<file path="src/rtl/cfg_loader_pkg.sv">
package cfg_loader_pkg;

   localparam int STATE_W = 2;

   typedef enum logic [STATE_W-1:0] {
      ST_IDLE  = 2'd0,
      ST_LOAD  = 2'd1,
      ST_WAIT  = 2'd2,
      ST_PULSE = 2'd3
   } ld_state_t;

endpackage

</file>
<file path="src/rtl/cfg_load_fsm.sv">
module cfg_load_fsm
   import cfg_loader_pkg::*;
(
   input  logic      clk,
   input  logic      rst_n,
   input  logic      locked,
   input  logic      req,
   input  logic      busy,
   output ld_state_t state_q,
   output logic      accept
);

   ld_state_t state_d;

   assign accept = (state_q == ST_IDLE) && req && locked;

   always_comb begin
      state_d = state_q;
      unique case (state_q)
         ST_IDLE:  if (accept) state_d = ST_LOAD;
         ST_LOAD:  state_d = ST_WAIT;
         ST_WAIT:  if (!busy) state_d = ST_PULSE;
         ST_PULSE: state_d = ST_IDLE;
         default:  state_d = ST_IDLE;
      endcase
   end

   always_ff @(posedge clk or negedge rst_n) begin
      if (!rst_n) state_q <= ST_IDLE;
      else        state_q <= state_d;
   end


   accept_chk: assert property (@(posedge clk) disable iff (!rst_n)
      (state_q == ST_IDLE && req && locked) |=> (state_q == ST_LOAD));


   no_lock_chk: assert property (@(posedge clk) disable iff (!rst_n)
      (state_q == ST_IDLE && !locked) |=> (state_q == ST_IDLE));


   load_once_chk: assert property (@(posedge clk) disable iff (!rst_n)
      (state_q == ST_LOAD) |=> (state_q == ST_WAIT));


   wait_hold_chk: assert property (@(posedge clk) disable iff (!rst_n)
      (state_q == ST_WAIT && busy) |=> (state_q == ST_WAIT));


   pulse_chk: assert property (@(posedge clk) disable iff (!rst_n)
      (state_q == ST_PULSE) |=> (state_q == ST_IDLE));


   ignore_busy_chk: assert property (@(posedge clk) disable iff (!rst_n)
      (state_q != ST_IDLE) |=> (state_q != ST_LOAD));

endmodule

</file>
<file path="src/rtl/cfg_sel_capture.sv">
module cfg_sel_capture #(
   parameter int SEL_W = 2
) (
   input  logic             clk,
   input  logic             rst_n,
   input  logic             capture,
   input  logic [SEL_W-1:0] sel_in,
   output logic [SEL_W-1:0] sel_q
);

   always_ff @(posedge clk or negedge rst_n) begin
      if (!rst_n)       sel_q <= '0;
      else if (capture) sel_q <= sel_in;
   end

endmodule

</file>
<file path="src/rtl/cfg_image_mux.sv">
module cfg_image_mux #(
   parameter int IMG_COUNT  = 4,
   parameter int DATA_W     = 8,
   parameter int SEL_W      = 2,
   parameter bit MUX_AND_OR = 1'b0
) (
   input  logic [IMG_COUNT*DATA_W-1:0] img_flat,
   input  logic [SEL_W-1:0]            sel,
   output logic [DATA_W-1:0]           word_out
);

   localparam int SLOTS = 1 << SEL_W;

   generate
      if (MUX_AND_OR) begin : g_and_or
         logic [IMG_COUNT-1:0] hit;
         always_comb begin
            for (int k = 0; k < IMG_COUNT; k++)
               hit[k] = (sel == SEL_W'(k));
         end
         always_comb begin
            word_out = '0;
            for (int k = 0; k < IMG_COUNT; k++)
               word_out = word_out | ({DATA_W{hit[k]}} & img_flat[k*DATA_W +: DATA_W]);
         end
      end else begin : g_indexed
         logic [DATA_W-1:0] slot [SLOTS];
         for (genvar k = 0; k < SLOTS; k++) begin : g_slot
            if (k < IMG_COUNT) begin : g_used
               assign slot[k] = img_flat[k*DATA_W +: DATA_W];
            end else begin : g_spare
               assign slot[k] = '0;
            end
         end
         assign word_out = slot[sel];
      end
   endgenerate

endmodule

</file>
<file path="src/rtl/cfg_image_loader.sv">
module cfg_image_loader
   import cfg_loader_pkg::*;
#(
   parameter int IMG_COUNT  = 4,
   parameter int DATA_W     = 8,
   parameter bit MUX_AND_OR = 1'b0,
   localparam int SEL_W     = (IMG_COUNT > 1) ? $clog2(IMG_COUNT) : 1
) (
   input  logic                        clk,
   input  logic                        rst_n,
   input  logic                        pll_locked,
   input  logic                        load_req,
   input  logic [SEL_W-1:0]            img_sel,
   input  logic [IMG_COUNT*DATA_W-1:0] img_data,
   input  logic                        eng_busy,
   output logic [DATA_W-1:0]           eng_data,
   output logic                        load_strobe,
   output logic                        reconfig_pulse,
   output logic [STATE_W-1:0]          state_code
);

   generate
      if (IMG_COUNT < 2 || IMG_COUNT > 4) begin : g_bad_count
         $error("cfg_image_loader: IMG_COUNT must be 2..4");
      end
      if (DATA_W < 1) begin : g_bad_width
         $error("cfg_image_loader: DATA_W must be at least 1");
      end
   endgenerate

   ld_state_t        fsm_state;
   logic             accept;
   logic [SEL_W-1:0] sel_q;

   cfg_load_fsm u_fsm (
      .clk     (clk),
      .rst_n   (rst_n),
      .locked  (pll_locked),
      .req     (load_req),
      .busy    (eng_busy),
      .state_q (fsm_state),
      .accept  (accept)
   );

   cfg_sel_capture #(.SEL_W(SEL_W)) u_cap (
      .clk     (clk),
      .rst_n   (rst_n),
      .capture (accept),
      .sel_in  (img_sel),
      .sel_q   (sel_q)
   );

   cfg_image_mux #(
      .IMG_COUNT  (IMG_COUNT),
      .DATA_W     (DATA_W),
      .SEL_W      (SEL_W),
      .MUX_AND_OR (MUX_AND_OR)
   ) u_mux (
      .img_flat (img_data),
      .sel      (sel_q),
      .word_out (eng_data)
   );

   assign load_strobe    = (fsm_state == ST_LOAD);
   assign reconfig_pulse = (fsm_state == ST_PULSE);
   assign state_code     = fsm_state;


   sel_hold_chk: assert property (@(posedge clk) disable iff (!rst_n)
      (fsm_state != ST_IDLE) |=> $stable(sel_q));


   strobe_once_chk: assert property (@(posedge clk) disable iff (!rst_n)
      load_strobe |=> !load_strobe);


   pulse_once_chk: assert property (@(posedge clk) disable iff (!rst_n)
      reconfig_pulse |=> !reconfig_pulse);

endmodule

</file>
<file path="config.mk">
export PLATFORM = sky130hd
export DESIGN_NAME = cfg_image_loader
export DESIGN_NICKNAME = d
export VERILOG_FILES = /design/src/rtl/cfg_loader_pkg.sv /design/src/rtl/cfg_load_fsm.sv /design/src/rtl/cfg_sel_capture.sv /design/src/rtl/cfg_image_mux.sv /design/src/rtl/cfg_image_loader.sv
export SDC_FILE = /design/constraint.sdc
export NUM_CORES = 1
export LEC_CHECK = 0
export BUFFER_PORTS_ARGS = -buffer_cell sky130_fd_sc_hd__buf_4
export CORE_AREA = 2 2 39 41
export CTS_CLUSTER_SIZE = 25
export DETAILED_ROUTE_END_ITERATION = 8
export DIE_AREA = 0 0 41 43
export PLACE_DENSITY = 0.79
export SYNTH_ARGS = -nofsm -noshare
export SYNTH_HDL_FRONTEND = slang
export SYNTH_HIERARCHICAL = 1
export SYNTH_SLANG_ARGS = --single-unit
</file>
<file path="constraint.sdc">
create_clock -name clk -period 2.4 [get_ports clk]
set_clock_uncertainty 0.2 [all_clocks]
set_input_delay 0.12 -clock clk [delete_from_list [all_inputs] [get_ports clk]]
set_output_delay 0.12 -clock clk [all_outputs]
set_load 0.05 [all_outputs]
</file>
==> results by group <==
Run status
  – Outcome: completed

STA
  – Period utilization: 0.8143
  – Final hold violation count: 0
  – Slew HR: 0.6879
  – FMAX: 0.5117 GHz
  – Final worst slack: about 0.45 ns
  – RSZ-0062 raised after global routing: no
  – Worst Tran Pin Value: roughly 0.47 ns
  – Hold_ws: about 0.016 ns
  – Setup TNS: 0 ns
  – Min Tclk post-route: 1.954 ns
  – Final Max Tran Viols: 0
  – Final setup vio count: 0

CTS
  – Root Buffer: clkbuf_4
  – Worst-path clk slew: roughly 0.040 ns
  – CTS tree: yes
  – Clk Latency, worst-skew pair: 0.23 ns
  – CTS H-tree lvls: 1
  – CTS max path bufs: 2
  – Num CTS Buffers: 3
  – Clk sinks: 4

Critical path
  – CP max stage cell: dfrtp_1
  – RR Endpoint: u_fsm/state_q[1]
  – CP max stage delay: 0.62 ns
  – Worst Setup SP: u_cap/sel_q[0]
  – Worst r2r path cells: 5
  – WP buf/inv: 1
  – Data required time of the worst path: approximately 2.1 ns
  – RR Startpoint: u_fsm/state_q[0]
  – Delay-heaviest family, CP: flip-flops
  – CP startpoint kind: flip-flop
  – Crit-path max FO: 9
  – R2R setup slack: 0.78 ns
  – CP arrival: 1.63 ns
  – Crit. End Element: output port
  – CP Cell Sequence: mux4_2 -> buf_4
  – Worst Path Class, Setup: reg -> out

Drt
  – 1st-iter DRT viols: 1
  – Post-route DRC: 0
  – DR pass1 iterations: 2
  – WL final: approximately 1200 um
  – Vias: 477
  – Wirelength per Cell: 12.60 um
  – Via density: a little under 5
  – Antenna Violating Nets Remaining: 0

Floorplanning
  – Ports: 51
  – Die Span X: 41 um
  – Die area: around 1800 um2
  – Die height: 43 um
  – Core area: 1384 um2
  – Initial core utilization: 0.3137
  – Std cell rows: 14

Synth
  – Sequential area share after synthesis: 0.2305
  – Yosys reg bits: 4
  – Synth cell types: 14
  – Yosys warning count: 6
  – Synth top area share: 0.4150
  – Area contributors post-synth: mux4_2 41%, dfrtp_1 23%, ha_1 8.6%
  – Mapped Area: 434.2 um2
  – Cells after Synth: 28
  – Largest area contributor in the netlist: mux4_2
  – Post-synth net total: 70
  – Synthesized area per cell: 15.51 um2

Power
  – VDD IR max: 825.1 uV
  – Overall power: 1.174 mW
  – Power per cell area: 1355 nW/um2
  – P_leak: approximately 0.44 nW

Cells and area
  – Reg area: 100.1 um2
  – Synthesis-to-layout area growth: 99.42%
  – Share of layout cells above drive strength 1: 0.8537
  – Multi-input gate area: 310.3 um2
  – # diodes: 0
  – # nets final: 126
  – Layout filler cell count: about 110

Placed design
  – Detail Placement HPWL: approximately 1100 um
  – Routability cong.: 0.6170
  – Port bufs: 50
  – Post-placement setup slack: 0.6597 ns

Job
  – Max-Cap Viols: 0

Global routing
  – Initial antenna violation count: 0
  – Largest net degree at the start of global routing: 10
  – Vias in the first global route: 470
  – Residual overflow from global routing: 0
  – GRT Util Overall: 0.1440
  – First-pass GRT wire length: 1731 um

Worst hold path
  – Min-Delay Path Class: in -> async
per-layer routing:
metal  track usage  vias up  part of all wire
li1              -      223                 -
met1        0.1190      217              0.30
met2        0.2563       37              0.47
met3       0.09424        0              0.23
met4       0.04000        0                 0
met5             0        -                 0
worst register-to-register path, delay by kind of cell (launching register included):
family	cells	cell delay [ns]
buffers and inverters	1	0.10
AO/OA/AOI/OAI	2	0.31
flip-flops	1	0.39
adder cells (fa/ha/maj)	1	0.20
multiplexers	1	0.31
cell families after synthesis:
family / count (synthesis) / share of synthesized area
flip-flops: 4 / 0.2306
adder cells (fa/ha/maj): 3 / 0.08646
multiplexers: 11 / 0.5014
AND/OR/NAND/NOR: 3 / 0.05477
AO/OA/AOI/OAI: 3 / 0.07205
buffers and inverters: 4 / 0.05475
synth_stat cells:
| cell | count |
|---|---|
| mux4_2 | 8 |
| dfrtp_1 | 4 |
| ha_1 | 3 |
| inv_1 | 2 |
| mux2_2 | 2 |
| a21boi_2 | 1 |
| a21oi_2 | 1 |
| and2_2 | 1 |
| and2b_2 | 1 |
| and3_2 | 1 |
| buf_6 | 1 |
| clkbuf_2 | 1 |
| mux2_4 | 1 |
| o32a_2 | 1 |
state kept, by name, summed over array words and instances (netlist names):
| signal | count |
|---|---|
| u_fsm/state_q | 2 |
| u_cap/sel_q | 2 |
cells in the final DEF (no fill, tap or decap):
master         count
mux4_2             8
and2_2             1
clkbuf_4           3
buf_4             50
mux2_2             2
dlygate4sd3_1      3
inv_1              2
and2b_2            1
and3_2             1
dfrtp_1            4
ha_1               3
a21oi_2            1
a21boi_2           1
mux2_4             1
o32a_2             1
report_power, final:
part / leakage [nW] / switching [mW] / total, mW / internal, mW
clock: 0.0138 / 0.0273 / 0.0832 / 0.0559
combinational: 0.375 / 0.508 / 0.902 / 0.395
sequential: 0.0474 / 0.0845 / 0.188 / 0.104
worst max path at each step:
stage / cells past startpoint / end / slack [ns]
floorplan: 5 / u_fsm/state_q[1] / 0.48
global placement: 2 / eng_data[0] / 0.68
detailed placement: 2 / eng_data[0] / 0.66
CTS: 2 / eng_data[0] / 0.40
global route: 2 / eng_data[3] / 0.29
finish: 2 / eng_data[0] / 0.45
timing repair:
action,in CTS,in global routing
hold endpoints to repair,6,0
gates resized for setup,0,0
hold buffers,3,0
buffers inserted,0,0
per-stage QoR:
step           cells    util  cell area [um2]
5_1_grt           98  0.6257            865.8
2_1_floorplan     28       -            434.2
6_report          98  0.6257            865.8
3_3_place_gp      92  0.5877            813.3
4_1_cts           98  0.6257            865.8
3_5_place_dp      92  0.5877            813.3
area by class of cell:
cell class	instances	area share
Clock buffer	3	0.02601
Inverter	2	0.008671
Multi-Input combinational cell	20	0.3584
Sequential cell	4	0.1156
Tap cell	16	0.02312
Timing Repair Buffer	53	0.4682
No activity file was read; power rests on OpenSTA's default activity.
